**src/rtl/lgd_pkg.sv**
```systemverilog
package lgd_pkg;

  localparam int LGD_LANES  = 4;
  localparam int LGD_IDX_W  = 2;
  localparam int LGD_LANE_W = 8;

  typedef enum logic [1:0] {
    WIN_A_64K = 2'd0,
    WIN_B_LO  = 2'd1,
    WIN_B_HI  = 2'd2,
    WIN_NONE  = 2'd3
  } win_sel_e;

  typedef enum logic [1:0] {
    WM_NORMAL = 2'd0,
    WM_ODDEVEN = 2'd1,
    WM_CHAIN4 = 2'd2
  } wr_mode_e;

  // index of the final byte of an access of the given size code
  function automatic logic [LGD_IDX_W-1:0] size_last_idx(input logic [1:0] sz);
    case (sz)
      2'd0:    size_last_idx = 2'd0;
      2'd1:    size_last_idx = 2'd1;
      default: size_last_idx = 2'd3;
    endcase
  endfunction

  // chain-4 moves chooses one lane from the two low address bits
  function automatic logic [LGD_LANES-1:0] chain4_lanes(input logic [1:0] lo);
    logic [LGD_LANES-1:0] r;
    for (int i = 0; i < LGD_LANES; i++) r[i] = (lo == i[1:0]);
    return r;
  endfunction

  // odd/even picks the even lane pair or the odd lane pair
  function automatic logic [LGD_LANES-1:0] oddeven_lanes(input logic b0);
    logic [LGD_LANES-1:0] r;
    for (int i = 0; i < LGD_LANES; i++) r[i] = (i[0] == b0);
    return r;
  endfunction

  function automatic wr_mode_e resolve_mode(input logic oe, input logic c4);
    if (c4)      return WM_CHAIN4;
    else if (oe) return WM_ODDEVEN;
    else         return WM_NORMAL;
  endfunction

endpackage

```
**src/rtl/lgd_byte_sequencer.sv**
```systemverilog
module lgd_byte_sequencer
  import lgd_pkg::*;
#(
  parameter int ADDR_W = 32
) (
  input  logic                         clk,
  input  logic                         rst_n,
  input  logic                         req_valid,
  input  logic [ADDR_W-1:0]            req_addr,
  input  logic [1:0]                   req_size,
  input  logic [LGD_LANES*LGD_LANE_W-1:0] req_data,
  output logic                         active,
  output logic                         last_byte,
  output logic [ADDR_W-1:0]            cur_addr,
  output logic [LGD_LANE_W-1:0]        cur_byte
);
  localparam int DATA_W = LGD_LANES * LGD_LANE_W;

  logic [LGD_IDX_W-1:0] idx_q, last_q;
  logic [ADDR_W-1:0]    base_q;
  logic [DATA_W-1:0]    data_q;
  logic                 accept;

  assign accept    = req_valid && !active;
  assign last_byte = active && (idx_q == last_q);

  always_ff @(posedge clk) begin
    if (!rst_n) begin
      active <= 1'b0;
      idx_q  <= '0;
      last_q <= '0;
      base_q <= '0;
      data_q <= '0;
    end else if (accept) begin
      active <= 1'b1;
      idx_q  <= '0;
      last_q <= size_last_idx(req_size);
      base_q <= req_addr;
      data_q <= req_data;
    end else if (active) begin
      if (last_byte) active <= 1'b0;
      else           idx_q  <= idx_q + 1'b1;
    end
  end

  assign cur_addr = base_q + ADDR_W'(idx_q);

  always_comb begin
    cur_byte = '0;
    for (int i = 0; i < LGD_LANES; i++)
      if (idx_q == i[LGD_IDX_W-1:0]) cur_byte = data_q[i*LGD_LANE_W +: LGD_LANE_W];
  end

  // a run that has bytes left stays active and steps by one byte
  p_run_continues_r2: assert property (@(posedge clk) disable iff (!rst_n)
    (active && !last_byte) |=> (active && idx_q == $past(idx_q) + 1'b1));
  // the last byte ends the run
  p_run_ends_r2: assert property (@(posedge clk) disable iff (!rst_n)
    last_byte |=> !active);
  // a run in progress keeps its captured address and data
  p_hold_capture_r3: assert property (@(posedge clk) disable iff (!rst_n)
    (active && !last_byte) |=> ($stable(base_q) && $stable(data_q) && $stable(last_q)));

endmodule

```
**src/rtl/lgd_window_decode.sv**
```systemverilog
module lgd_window_decode
  import lgd_pkg::*;
#(
  parameter int             ADDR_W    = 32,
  parameter logic [31:0]    BASE_A    = 32'h000A_0000,
  parameter logic [31:0]    BASE_B_LO = 32'h000B_0000,
  parameter logic [31:0]    BASE_B_HI = 32'h000B_8000,
  parameter int             SPAN_A_W  = 16,
  parameter int             SPAN_B_W  = 15
) (
  input  logic [ADDR_W-1:0] addr,
  input  logic [1:0]        win_sel,
  output logic              hit
);
  localparam logic [ADDR_W-1:0] MASK_A = ~((ADDR_W'(1) << SPAN_A_W) - 1'b1);
  localparam logic [ADDR_W-1:0] MASK_B = ~((ADDR_W'(1) << SPAN_B_W) - 1'b1);

  logic in_a, in_b_lo, in_b_hi;

  assign in_a    = (addr & MASK_A) == ADDR_W'(BASE_A);
  assign in_b_lo = (addr & MASK_B) == ADDR_W'(BASE_B_LO);
  assign in_b_hi = (addr & MASK_B) == ADDR_W'(BASE_B_HI);

  always_comb begin
    case (win_sel_e'(win_sel))
      WIN_A_64K: hit = in_a;
      WIN_B_LO:  hit = in_b_lo;
      WIN_B_HI:  hit = in_b_hi;
      default:   hit = 1'b0;
    endcase
  end

endmodule

```
**src/rtl/lgd_lane_mapper.sv**
```systemverilog
module lgd_lane_mapper
  import lgd_pkg::*;
#(
  parameter int FB_AW = 16
) (
  input  logic [FB_AW-1:0]     byte_addr,
  input  logic                 mode_oe,
  input  logic                 mode_c4,
  input  logic [LGD_LANES-1:0] plane_mask,
  input  logic                 page_bit,
  output logic [FB_AW-1:0]     word_addr,
  output logic [LGD_LANES-1:0] lane_en
);
  wr_mode_e mode;
  assign mode = resolve_mode(mode_oe, mode_c4);

  always_comb begin
    case (mode)
      WM_CHAIN4: begin
        word_addr = {byte_addr[FB_AW-1:2], 2'b00};
        lane_en   = chain4_lanes(byte_addr[1:0]) & plane_mask;
      end
      WM_ODDEVEN: begin
        word_addr = {byte_addr[FB_AW-1:1], page_bit};
        lane_en   = oddeven_lanes(byte_addr[0]) & plane_mask;
      end
      default: begin
        word_addr = byte_addr;
        lane_en   = plane_mask;
      end
    endcase
  end

endmodule

```
**src/rtl/lgd_host_wr_mapper.sv**
```systemverilog
module lgd_host_wr_mapper
  import lgd_pkg::*;
#(
  parameter int ADDR_W = 32,
  parameter int FB_AW  = 16
) (
  input  logic        clk,
  input  logic        rst_n,
  input  logic        req_valid,
  input  logic [31:0] req_addr,
  input  logic [1:0]  req_size,
  input  logic [31:0] req_data,
  input  logic [1:0]  win_sel,
  input  logic        mode_oe,
  input  logic        mode_c4,
  input  logic [3:0]  plane_mask,
  input  logic        page_bit,
  output logic        busy,
  output logic        fb_we,
  output logic [15:0] fb_addr,
  output logic [3:0]  fb_be,
  output logic [31:0] fb_wdata
);
  logic                  seq_active, seq_last, win_hit;
  logic [ADDR_W-1:0]     seq_addr;
  logic [LGD_LANE_W-1:0] seq_byte;
  logic [FB_AW-1:0]      map_addr;
  logic [LGD_LANES-1:0]  map_en;

  lgd_byte_sequencer #(.ADDR_W(ADDR_W)) u_seq (
    .clk       (clk),
    .rst_n     (rst_n),
    .req_valid (req_valid),
    .req_addr  (req_addr),
    .req_size  (req_size),
    .req_data  (req_data),
    .active    (seq_active),
    .last_byte (seq_last),
    .cur_addr  (seq_addr),
    .cur_byte  (seq_byte)
  );

  lgd_window_decode #(.ADDR_W(ADDR_W)) u_win (
    .addr    (seq_addr),
    .win_sel (win_sel),
    .hit     (win_hit)
  );

  lgd_lane_mapper #(.FB_AW(FB_AW)) u_map (
    .byte_addr  (seq_addr[FB_AW-1:0]),
    .mode_oe    (mode_oe),
    .mode_c4    (mode_c4),
    .plane_mask (plane_mask),
    .page_bit   (page_bit),
    .word_addr  (map_addr),
    .lane_en    (map_en)
  );

  assign busy    = seq_active;
  assign fb_we   = seq_active && win_hit;
  assign fb_addr = map_addr;
  assign fb_be   = map_en;

  genvar g;
  generate
    for (g = 0; g < LGD_LANES; g++) begin : g_lane
      assign fb_wdata[g*LGD_LANE_W +: LGD_LANE_W] = seq_byte;
    end
  endgenerate

  // no write strobe without an issuing byte
  p_we_needs_busy_r1: assert property (@(posedge clk) disable iff (!rst_n)
    fb_we |-> busy);
  // the disabled window never writes
  p_no_window_r4: assert property (@(posedge clk) disable iff (!rst_n)
    (win_sel == 2'd3) |-> !fb_we);
  // chain-4 enables at most one plane on a word-aligned address
  p_c4_single_r7: assert property (@(posedge clk) disable iff (!rst_n)
    (fb_we && mode_c4) |-> ($countones(fb_be) <= 1 && fb_addr[1:0] == 2'b00));
  // odd/even places the page bit at address bit 0
  p_oe_page_r6: assert property (@(posedge clk) disable iff (!rst_n)
    (fb_we && mode_oe && !mode_c4) |-> (fb_addr[0] == page_bit));
  // enables never reach a plane the mask excludes
  p_mask_gate_r6: assert property (@(posedge clk) disable iff (!rst_n)
    fb_we |-> ((fb_be & ~plane_mask) == 4'b0000));
  // every lane carries the same byte
  p_lanes_equal_r8: assert property (@(posedge clk) disable iff (!rst_n)
    fb_we |-> (fb_wdata[31:8] == {3{fb_wdata[7:0]}}));

endmodule

```
**config.mk**
```make
export PLATFORM = sky130hd
export DESIGN_NAME = lgd_host_wr_mapper
export DESIGN_NICKNAME = d
export VERILOG_FILES = /design/src/rtl/lgd_pkg.sv /design/src/rtl/lgd_byte_sequencer.sv /design/src/rtl/lgd_window_decode.sv /design/src/rtl/lgd_lane_mapper.sv /design/src/rtl/lgd_host_wr_mapper.sv
export SDC_FILE = /design/constraint.sdc
export NUM_CORES = 1
export LEC_CHECK = 0
export ABC_AREA = 1
export BUFFER_PORTS_ARGS = -buffer_cell sky130_fd_sc_hd__buf_4
export CORE_MARGIN = 2
export CORE_UTILIZATION = 51
export CTS_CLUSTER_DIAMETER = 80
export DETAILED_ROUTE_END_ITERATION = 7
export PLACE_DENSITY_LB_ADDON = 0.08
export REMOVE_ABC_BUFFERS = 1
export SYNTH_ARGS = -nofsm -noshare
export SYNTH_HDL_FRONTEND = slang
export SYNTH_SLANG_ARGS = --single-unit
```
**constraint.sdc**
```tcl
create_clock -name clk -period 2.2 [get_ports clk]
set_input_delay 0.11 -clock clk [delete_from_list [all_inputs] [get_ports clk]]
set_output_delay 0.11 -clock clk [all_outputs]
set_load 0.01 [all_outputs]
```
# [Word level (Yosys, flattened, before mapping)]
# Index checks and enable logic that the tools add are counted.
[op_classes] n_addsub=2 eq_ne=15 muxes=13 bitwise_logic=5 reduce_logical=10
[ops] op="== test 17 x 5 -> 1 bit (second input constant)" n=2
[ops] op="adder 32 x 2 -> 32 bit" n=1
[ops] op="2-to-1 mux 8 bit" n=4
[ops] op="== test 16 x 4 -> 1 bit (second input constant)" n=1
[ops] op="== test 2 bit (second input constant)" n=6
[ops] op="== test 2 x 1 -> 1 bit (second input constant)" n=5
[ops] op="bitwise AND 4 bit" n=2
[ops] op="zero test 2 bit" n=4
[ops] op="case mux 2 bit (2 select lines)" n=2
[ops] op="case mux 4 bit (2 select lines)" n=1
[ops] op="2-to-1 mux 1 bit" n=4
[ops] op="logical AND 1 bit" n=3
[ops] op="inverter 1 bit" n=3
[ops] op="case mux 1 bit (3 select lines)" n=1
[ops] op="adder 2 x 1 -> 2 bit (second input constant)" n=1
[ops] op="== test 2 bit" n=1
[ops] op="2-to-1 mux 2 bit" n=1
[ops] op="AND reduction 2 bit" n=1
[ops] op="OR reduction 2 bit" n=1
[ops] op="zero test 1 bit" n=1
[totals] ff_bits=69 output_inout_bits=54 wordCells=50

# [Logic depth before layout (Yosys ltp)]
# Gate-level depths: netlist (run 1).
[logic_depth] word_depth=5 mapped_depth=14 ltp_nobuf=14

# [Hierarchy]
# A second synthesis (run 1) with hierarchy kept.
[hier_totals] hier_cells=658 hier_area_um2=4251.6
[modules_own_cells] module="lgd_byte_sequencer" n_inst=1 cells_each=563 area_each_um2=3689.8 seq_area_each_um2=1381.3
[modules_own_cells] module="lgd_lane_mapper" n_inst=1 cells_each=36 area_each_um2=219.0 seq_area_each_um2=0.0
[modules_own_cells] module="lgd_host_wr_mapper" n_inst=1 cells_each=26 area_each_um2=187.7 seq_area_each_um2=0.0
[modules_own_cells] module="lgd_window_decode" n_inst=1 cells_each=33 area_each_um2=155.1 seq_area_each_um2=0.0

# [Least setup slack after synthesis (run 1)]
# No wires, ideal clock.
[synth_path] path_type="flip-flop to output port" from="register u_seq.idx_q[0]" to="output port fb_we" t_arrival_ps=1821 required_time_ps=2090 setup_slack_ps=269 stages_incl_launch_ff=14 cell_sequence="dfxtp_1 > ha_1 > fa_1 > nand2_2 > nor2_4 > nand2_2 > nor2_1 > nand2_1 > nand3_1 > nor2_1 > nand2_1 > a21oi_2 > nand2_1 > nor2_2"
[synth_between] elab_chain_len=4 word_cells_on_any_way=6
[synth_lines] item="start: declaration" line="lgd_byte_sequencer.sv:19" rtl="logic [LGD_IDX_W-1:0] idx_q, last_q;"
[synth_lines] item="start signal: assignment" line="lgd_byte_sequencer.sv:42" rtl="else idx_q <= idx_q + 1'b1;"
[synth_lines] item="adder 32 x 2 -> 32 bit *" line="lgd_byte_sequencer.sv:46" rtl="assign cur_addr = base_q + ADDR_W'(idx_q);"
[synth_lines] item="== test 17 x 5 -> 1 bit (tied with other cells)" line="lgd_window_decode.sv:22" rtl="assign in_b_hi = (addr & MASK_B) == ADDR_W'(BASE_B_HI);"
[synth_lines] item="case mux 1 bit (3 select lines) *" line="lgd_window_decode.sv:25" rtl="case (win_sel_e'(win_sel))"
[synth_lines] item="logical AND 1 bit *" line="lgd_host_wr_mapper.sv:60" rtl="assign fb_we = seq_active && win_hit;"
[synth_lines] item="end: declaration" line="lgd_host_wr_mapper.sv:19" rtl="output logic fb_we,"
# Every way passes the cells marked *; elsewhere a longest branch is shown, timed or not.

# [Worst setup path after layout (run 1)]
[layout_path] from="register u_seq.idx_q[1]" to="output port fb_we"
# Same word-level chain as after synthesis.

==> impl_metrics.ini, run 1 <==
[drt]
drt_iter0_drc = 160
wirelength_um = 10700
vias_per_cell = 5.10
wl_per_cell_um = 13.3
vias = 4120
drc = 0
ant_nets = 0
drtPass1Iterations = 5

[power_and_ir_drop]
peakVddDrop_uv = 463
power.density_nw_per_um2 = 644
leakage_nw = 2.38

[synth]
yosysTopAreaCellShare_pct = 34.5
synth_compound_area_share_pct = 21.3
synth_warnings = 0
ys_types = 32
ys_seq_elements = 69
synthAdderAreaFrac_pct = 3.31
synthTopCellsByArea = dfxtp_1 35%, o21ai_0 11%, nor2_1 8.6%, nand2_1 6.7%, a21oi_1 6.1%
synth_cells = 588
synthSimpleGateAreaFrac_pct = 24.2
seq_area_frac_synth_pct = 34.5
synth_xor_area_share_pct = 3.72
synthMuxAreaShare_pct = 0
synth_area_sq_um = 4000
yosys.area.top_type = dfxtp_1
synth.avg_cell_area_sq_um = 6.81
synth_top_family_by_area = simple AND/OR/NAND/NOR gates

[global_route]
grt_pass1_wl_um = 17100
grt_use_total_pct = 24.8
grt_pass1_vias = 3826
antenna_found_initial = 0
grt_max_degree = 79
overflow = 0

[finish]
final_area_sq_um = 5300
diodes = 0
stdcell_count = 808
nets = 789
fin_util_pct = 69.3
areaGrowthSynthToFinish_pct = 32.4
layout-drive-gt1-share_pct = 29.2
fillCellCount = 706

[die]
core_sq_um = 7650
pin_count = 132
dieHeight_um = 92.6
dieArea_sq_um = 8580
die_w_um = 92.6
start_util_pct = 52.4
num_rows = 32

[setup_path]
critPathBufInv = 1
crit_path_cell_trace = ha_1 > nand3_1 > nand2_2 > nand2_4 > nor2_8 > nand2_1 > nand2_1 > nand2_1 > nand3b_1 > nor2_1 > nand2_1 > nor2_2 > buf_4
cp-start-kind = flip-flop
cp_slowest_stage_delay_ns = 0.35
critPathMaxFanout = 8
r2r-end = u_seq.idx_q[1]
timing.rr.start = u_seq.idx_q[1]
critPathKind = flip-flop to output port
end_kind = output port
crit_required_ns = 2.09
crit_path_frequent_cell = nand2_1
critPathTopFamily = simple AND/OR/NAND/NOR gates
path_depth = 13
cp-endpoint = fb_we
ff2ff_path_depth = 5
critical_path_arrival_ns = 2.27
reg2reg_setup_slack_ns = 0.61
crit_slowest_cell = dfxtp_2
startpoint = u_seq.idx_q[1]

[status]
status = finished with violations
violations = negative setup slack

[place]
placedCellCount = 783
dp_hpwl_um = 8080
dpl_cell_area_sq_um = 4910
place_congestion = 0.939
portBuffers = 131

[sta]
rsz0062_at_grt = yes
postLayoutSetupSlackWorst_ns = -0.181
setup_viol = 1
holdWs_ns = 0.00707
worst_slew_pin_slew_ns = 0.638
hold_viol = 0
maxSlewHeadroom_pct = 57.5
fin_crit_ns = 2.38
slew_viol_final = 0
fin_crit_sh_pct = 108
max_freq_ghz = 0.420
skew_ns = 0.0123

[cts]
clk-insertion-delay-late_ns = 0.35
clk_pin_slew_ns = 0.08
cts_sinks = 69
htreeDepth = 3
root_buffer = clkbuf_8
cts_tree = built
clockBufferDepth = 2
numCtsBuffers = 9

[worst_hold_path]
hold_class = input pin to flip-flop
min_path_cells = 3

[flow_run]
cap_violations = 0
-- what timing repair did --
item | CTS | global route
hold endpoints to repair | 4 | 0
setup endpoints to repair | 34 | 33
buffers inserted | 2 | 3
hold buffers | 4 | 0
cloned | 0 | 0
gates resized for setup | 14 | 12
pin swaps | 5 | 9
-- registers in the layout (all words and copies together), names as in the netlist --
name,count
u_seq.active,1
u_seq.base_q,32
u_seq.data_q,32
u_seq.idx_q,2
u_seq.last_q,2
-- kinds of logic after synthesis --
logic type	Yosys count
simple gates	219
xor+xnor	17
fa+ha+maj	10
flops	69
buf+inv	114
compound gates	159
-- worst register-to-register path: cells and delay by family (launching register included) --
family	cells	cell delay (ns)
AO/OA/AOI/OAI	2	0.72
XOR/XNOR	1	0.15
buffers and inverters	1	0.15
flip-flops	1	0.35
AND/OR/NAND/NOR	1	0.08
-- power breakdown --
group          switching, mW  internal (mW)
Sequential            0.0777           1.36
Clock                  0.543          0.652
Combinational          0.408          0.378
-- worst min path at each step --
| stage | startpoint | endpoint | slack [ns] |
|---|---|---|---|
| 2_1_floorplan | rst_n | u_seq.base_q[0] | 0.25 |
| 4_1_cts | req_data[16] | u_seq.data_q[16] | 0.001 |
| 3_3_place_gp | req_data[14] | u_seq.data_q[14] | 0.36 |
| 6_report | req_addr[2] | u_seq.base_q[2] | 0.007 |
| 5_1_grt | req_addr[2] | u_seq.base_q[2] | 0.01 |
| 3_5_place_dp | req_data[23] | u_seq.data_q[23] | 0.37 |
-- cell type report --
cell class	instances	area, sq um	area share, %
Sequential cell	69	1390	26.1
Multi-Input combinational cell	405	2180	41.2
Tap cell	102	128	2.41
Clock inverter	7	103	1.93
Timing Repair Buffer	148	1120	21.1
Clock buffer	9	124	2.34
Inverter	68	259	4.88
-- metal layers --
metal  track usage [%]  vias up  part of all wire, %
met4              9.95        0                  2.2
met3              5.78       20                  5.0
met1              28.3     1859                   42
li1                  -     2122                    -
met2              44.4      119                   51
met5                 0        -                    0
-- placed cells by master, fill, tap and decap left out, drive strengths merged, types with 8 or more instances in the layout --
cell	n
ha	9
dfxtp	69
xor2	17
nand4	8
clkbuf	9
a21oi	50
inv	69
nand2	80
o21ai	90
buf	144
nor2	102
nand3	18
-- cells in the mapped netlist --
master / n
nor2_1: 92
o21ai_0: 87
nand2_1: 71
dfxtp_1: 69
inv_1: 65
a21oi_1: 49
buf_4: 24
clkbuf_1: 22
nand3_1: 18
xor2_1: 17
ha_1: 9
nand2_2: 8
nand4_1: 8
nor3_1: 7
a22oi_1: 6
nor2_2: 6
o211ai_1: 6
a21boi_0: 4
nor2_4: 3
clkinv_1: 2
nand3b_1: 2
o21ai_1: 2
o221ai_1: 2
a2111oi_0: 1
a21oi_2: 1
fa_1: 1
inv_2: 1
nand2_4: 1
nor2_8: 1
nor3b_1: 1
o21ai_2: 1
or2_2: 1
-- stage by stage --
stage               setup TNS, ns  power [mW]  setup slack, ns
global route               -0.354        3.58           -0.354
finish                     -0.181        3.42           -0.181
floorplan                  -34.21        1.82            -1.32
global placement                0        2.21            0.113
CTS                        -0.203        3.43           -0.203
detailed placement              0        2.23           0.0541
Power figures use the tool's default switching activity.
==> run 2: changes to the inputs <==
Settings changed: CAP_MARGIN set to 25, MAX_ROUTING_LAYER set to met4.
==> run 2 against run 1 <==
Compared with the run above:
- the flow still finishes with violations (negative setup slack)
- final area down 0.14%
- sequential power about the same
- critical path depth up 1
- clock skew down 0.0038 ns
- flip-flop and latch count unchanged
- first-iteration DRC count down 16%
- cell count up 0.37%
- non-clock buffer count up 3
- utilization down 0.098 points
- worst setup slack worse by 0.048 ns
- via count up 1.1%
- total power down 3.0%
==> impl_metrics.ini, run 2 (synthesis gave the netlist of run 1 again) <==
[sta]
fin_crit_ns = 2.43
slew_viol_final = 0
fin_crit_sh_pct = 110
maxSlewHeadroom_pct = 43.2
hold_viol = 0
max_freq_ghz = 0.412
postLayoutSetupSlackWorst_ns = -0.229
setup_viol = 1
rsz0062_at_grt = yes
holdWs_ns = 0.00602
skew_ns = 0.00850
worst_slew_pin_slew_ns = 0.852
setup_tns_ns = -0.229

[finish]
fin_util_pct = 69.2
stdcell_count = 811
nets = 792
layout-drive-gt1-share_pct = 29.6
final_common_cell = buf_4
layout_common_cells = 149 x buf_4, 91 x nor2_1, 84 x o21ai_0
diodes = 0
areaGrowthSynthToFinish_pct = 32.3
reg_top3 = u_seq.base_q (32), u_seq.data_q (32)

[power_and_ir_drop]
power_mw = 3.31
power.density_nw_per_um2 = 626
leakage_nw = 2.39
peakVddDrop_uv = 390

[setup_path]
timing.rr.start = u_seq.active
cp-start-kind = flip-flop
critPathKind = flip-flop to output port
reg2reg_setup_slack_ns = 0.48
cp-endpoint = fb_we
end_kind = output port
crit_required_ns = 2.09
r2r-end = u_seq.idx_q[1]
critPathMaxFanout = 4
critical_path_arrival_ns = 2.32
startpoint = u_seq.idx_q[0]
ff2ff_path_depth = 4

[die]
dieHeight_um = 92.6
die_w_um = 92.6
dieArea_sq_um = 8580
pin_count = 132
num_rows = 32
start_util_pct = 52.4
core_sq_um = 7650

[global_route]
grt_pass1_wl_um = 17700
antenna_found_initial = 0
grt_max_degree = 108
overflow = 0
grt_use_total_pct = 26.2
grt_pass1_vias = 4001

[drt]
vias_per_cell = 5.14
vias = 4165
wirelength_um = 10900
ant_nets = 0
wl_per_cell_um = 13.5
drt_iter0_drc = 134
drc = 0
drtPass1Iterations = 5

[cts]
clk_pin_slew_ns = 0.08
htreeDepth = 3
root_buffer = clkbuf_8
numCtsBuffers = 9
clk-insertion-delay-late_ns = 0.35
cts_tree = built
cts_sinks = 69
clockBufferDepth = 2

[flow_run]
cap_violations = 0

[status]
status = finished with violations
violations = negative setup slack

[place]
dp_hpwl_um = 7980
portBuffers = 131
placedCellCount = 781
place_congestion = 0.959

[worst_hold_path]
hold_class = input pin to flip-flop
run 2: cell types whose count changed in the layout (fill, tap and decap cells not counted), sizes merged:
cell	before	now
clkbuf	9	10
clkinv	3	4
buf	144	149
dlygate4sd3	4	2
inv	69	68
bufinv	2	1
run 2: repair_timing:
item / in CTS / in global routing
buffers inserted: 5 / 7
gates resized for setup: 15 / 12
endpoints found under the setup margin: 34 / 33
endpoints found under the hold margin: 2 / 0
pin swaps: 7 / 14
hold buffers: 2 / 0
run 2: routing by layer:
layer  vias up  track usage, %  wire [um]
met3        21            4.64        573
met5         -               -          0
met2       125            47.3       5560
met4         0            8.46        213
li1       2120               -          -
met1      1899            29.2       4590
run 2: cell type report:
type	count	area (sq um)
Multi-Input combinational cell	405	2180
Sequential cell	69	1390
Clock inverter	6	68.8
Tap cell	102	128
Clock buffer	10	138
Timing Repair Buffer	151	1140
Inverter	68	259
Fill cell	707	2350
run 2: worst min path at each step:
| stage | cells after the start | start | slack, ns | to |
|---|---|---|---|---|
| floorplan | 2 | rst_n | 0.25 | u_seq.base_q[0] |
| global placement | 3 | req_data[14] | 0.36 | u_seq.data_q[14] |
| detailed placement | 3 | req_data[11] | 0.37 | u_seq.data_q[11] |
| CTS | 3 | req_data[11] | 0.0002 | u_seq.data_q[11] |
| global route | 3 | req_data[14] | 0.01 | u_seq.data_q[14] |
| finish | 3 | req_data[22] | 0.006 | u_seq.data_q[22] |
run 2: metrics by stage:
stage          cell area [sq um]  worst slack (ns)
2_1_floorplan               3740             -1.32
3_3_place_gp                4900             0.121
3_5_place_dp                4900            0.0728
4_1_cts                     5210            -0.204
5_1_grt                     5300            -0.374
6_report                    5300            -0.229
run 2: critical path, cell delays in order (launching register included):
cell and delay (ns):
dfxtp_2 0.37, ha_4 0.14, fa_2 0.20, nand2_2 0.09
nor2_4 0.16, inv_2 0.07, nor2_4 0.13, nand2_1 0.08
nand2_1 0.08, buf_4 0.10, nand4_1 0.10, a21oi_2 0.14
nand2_1 0.08, nor2_2 0.09, buf_4 0.12
run 2: power by group:
part | leakage, nW | switching, mW | internal [mW]
Combinational | 1.71 | 0.409 | 0.378
Sequential | 0.574 | 0.0797 | 1.36
Clock | 0.103 | 0.528 | 0.563
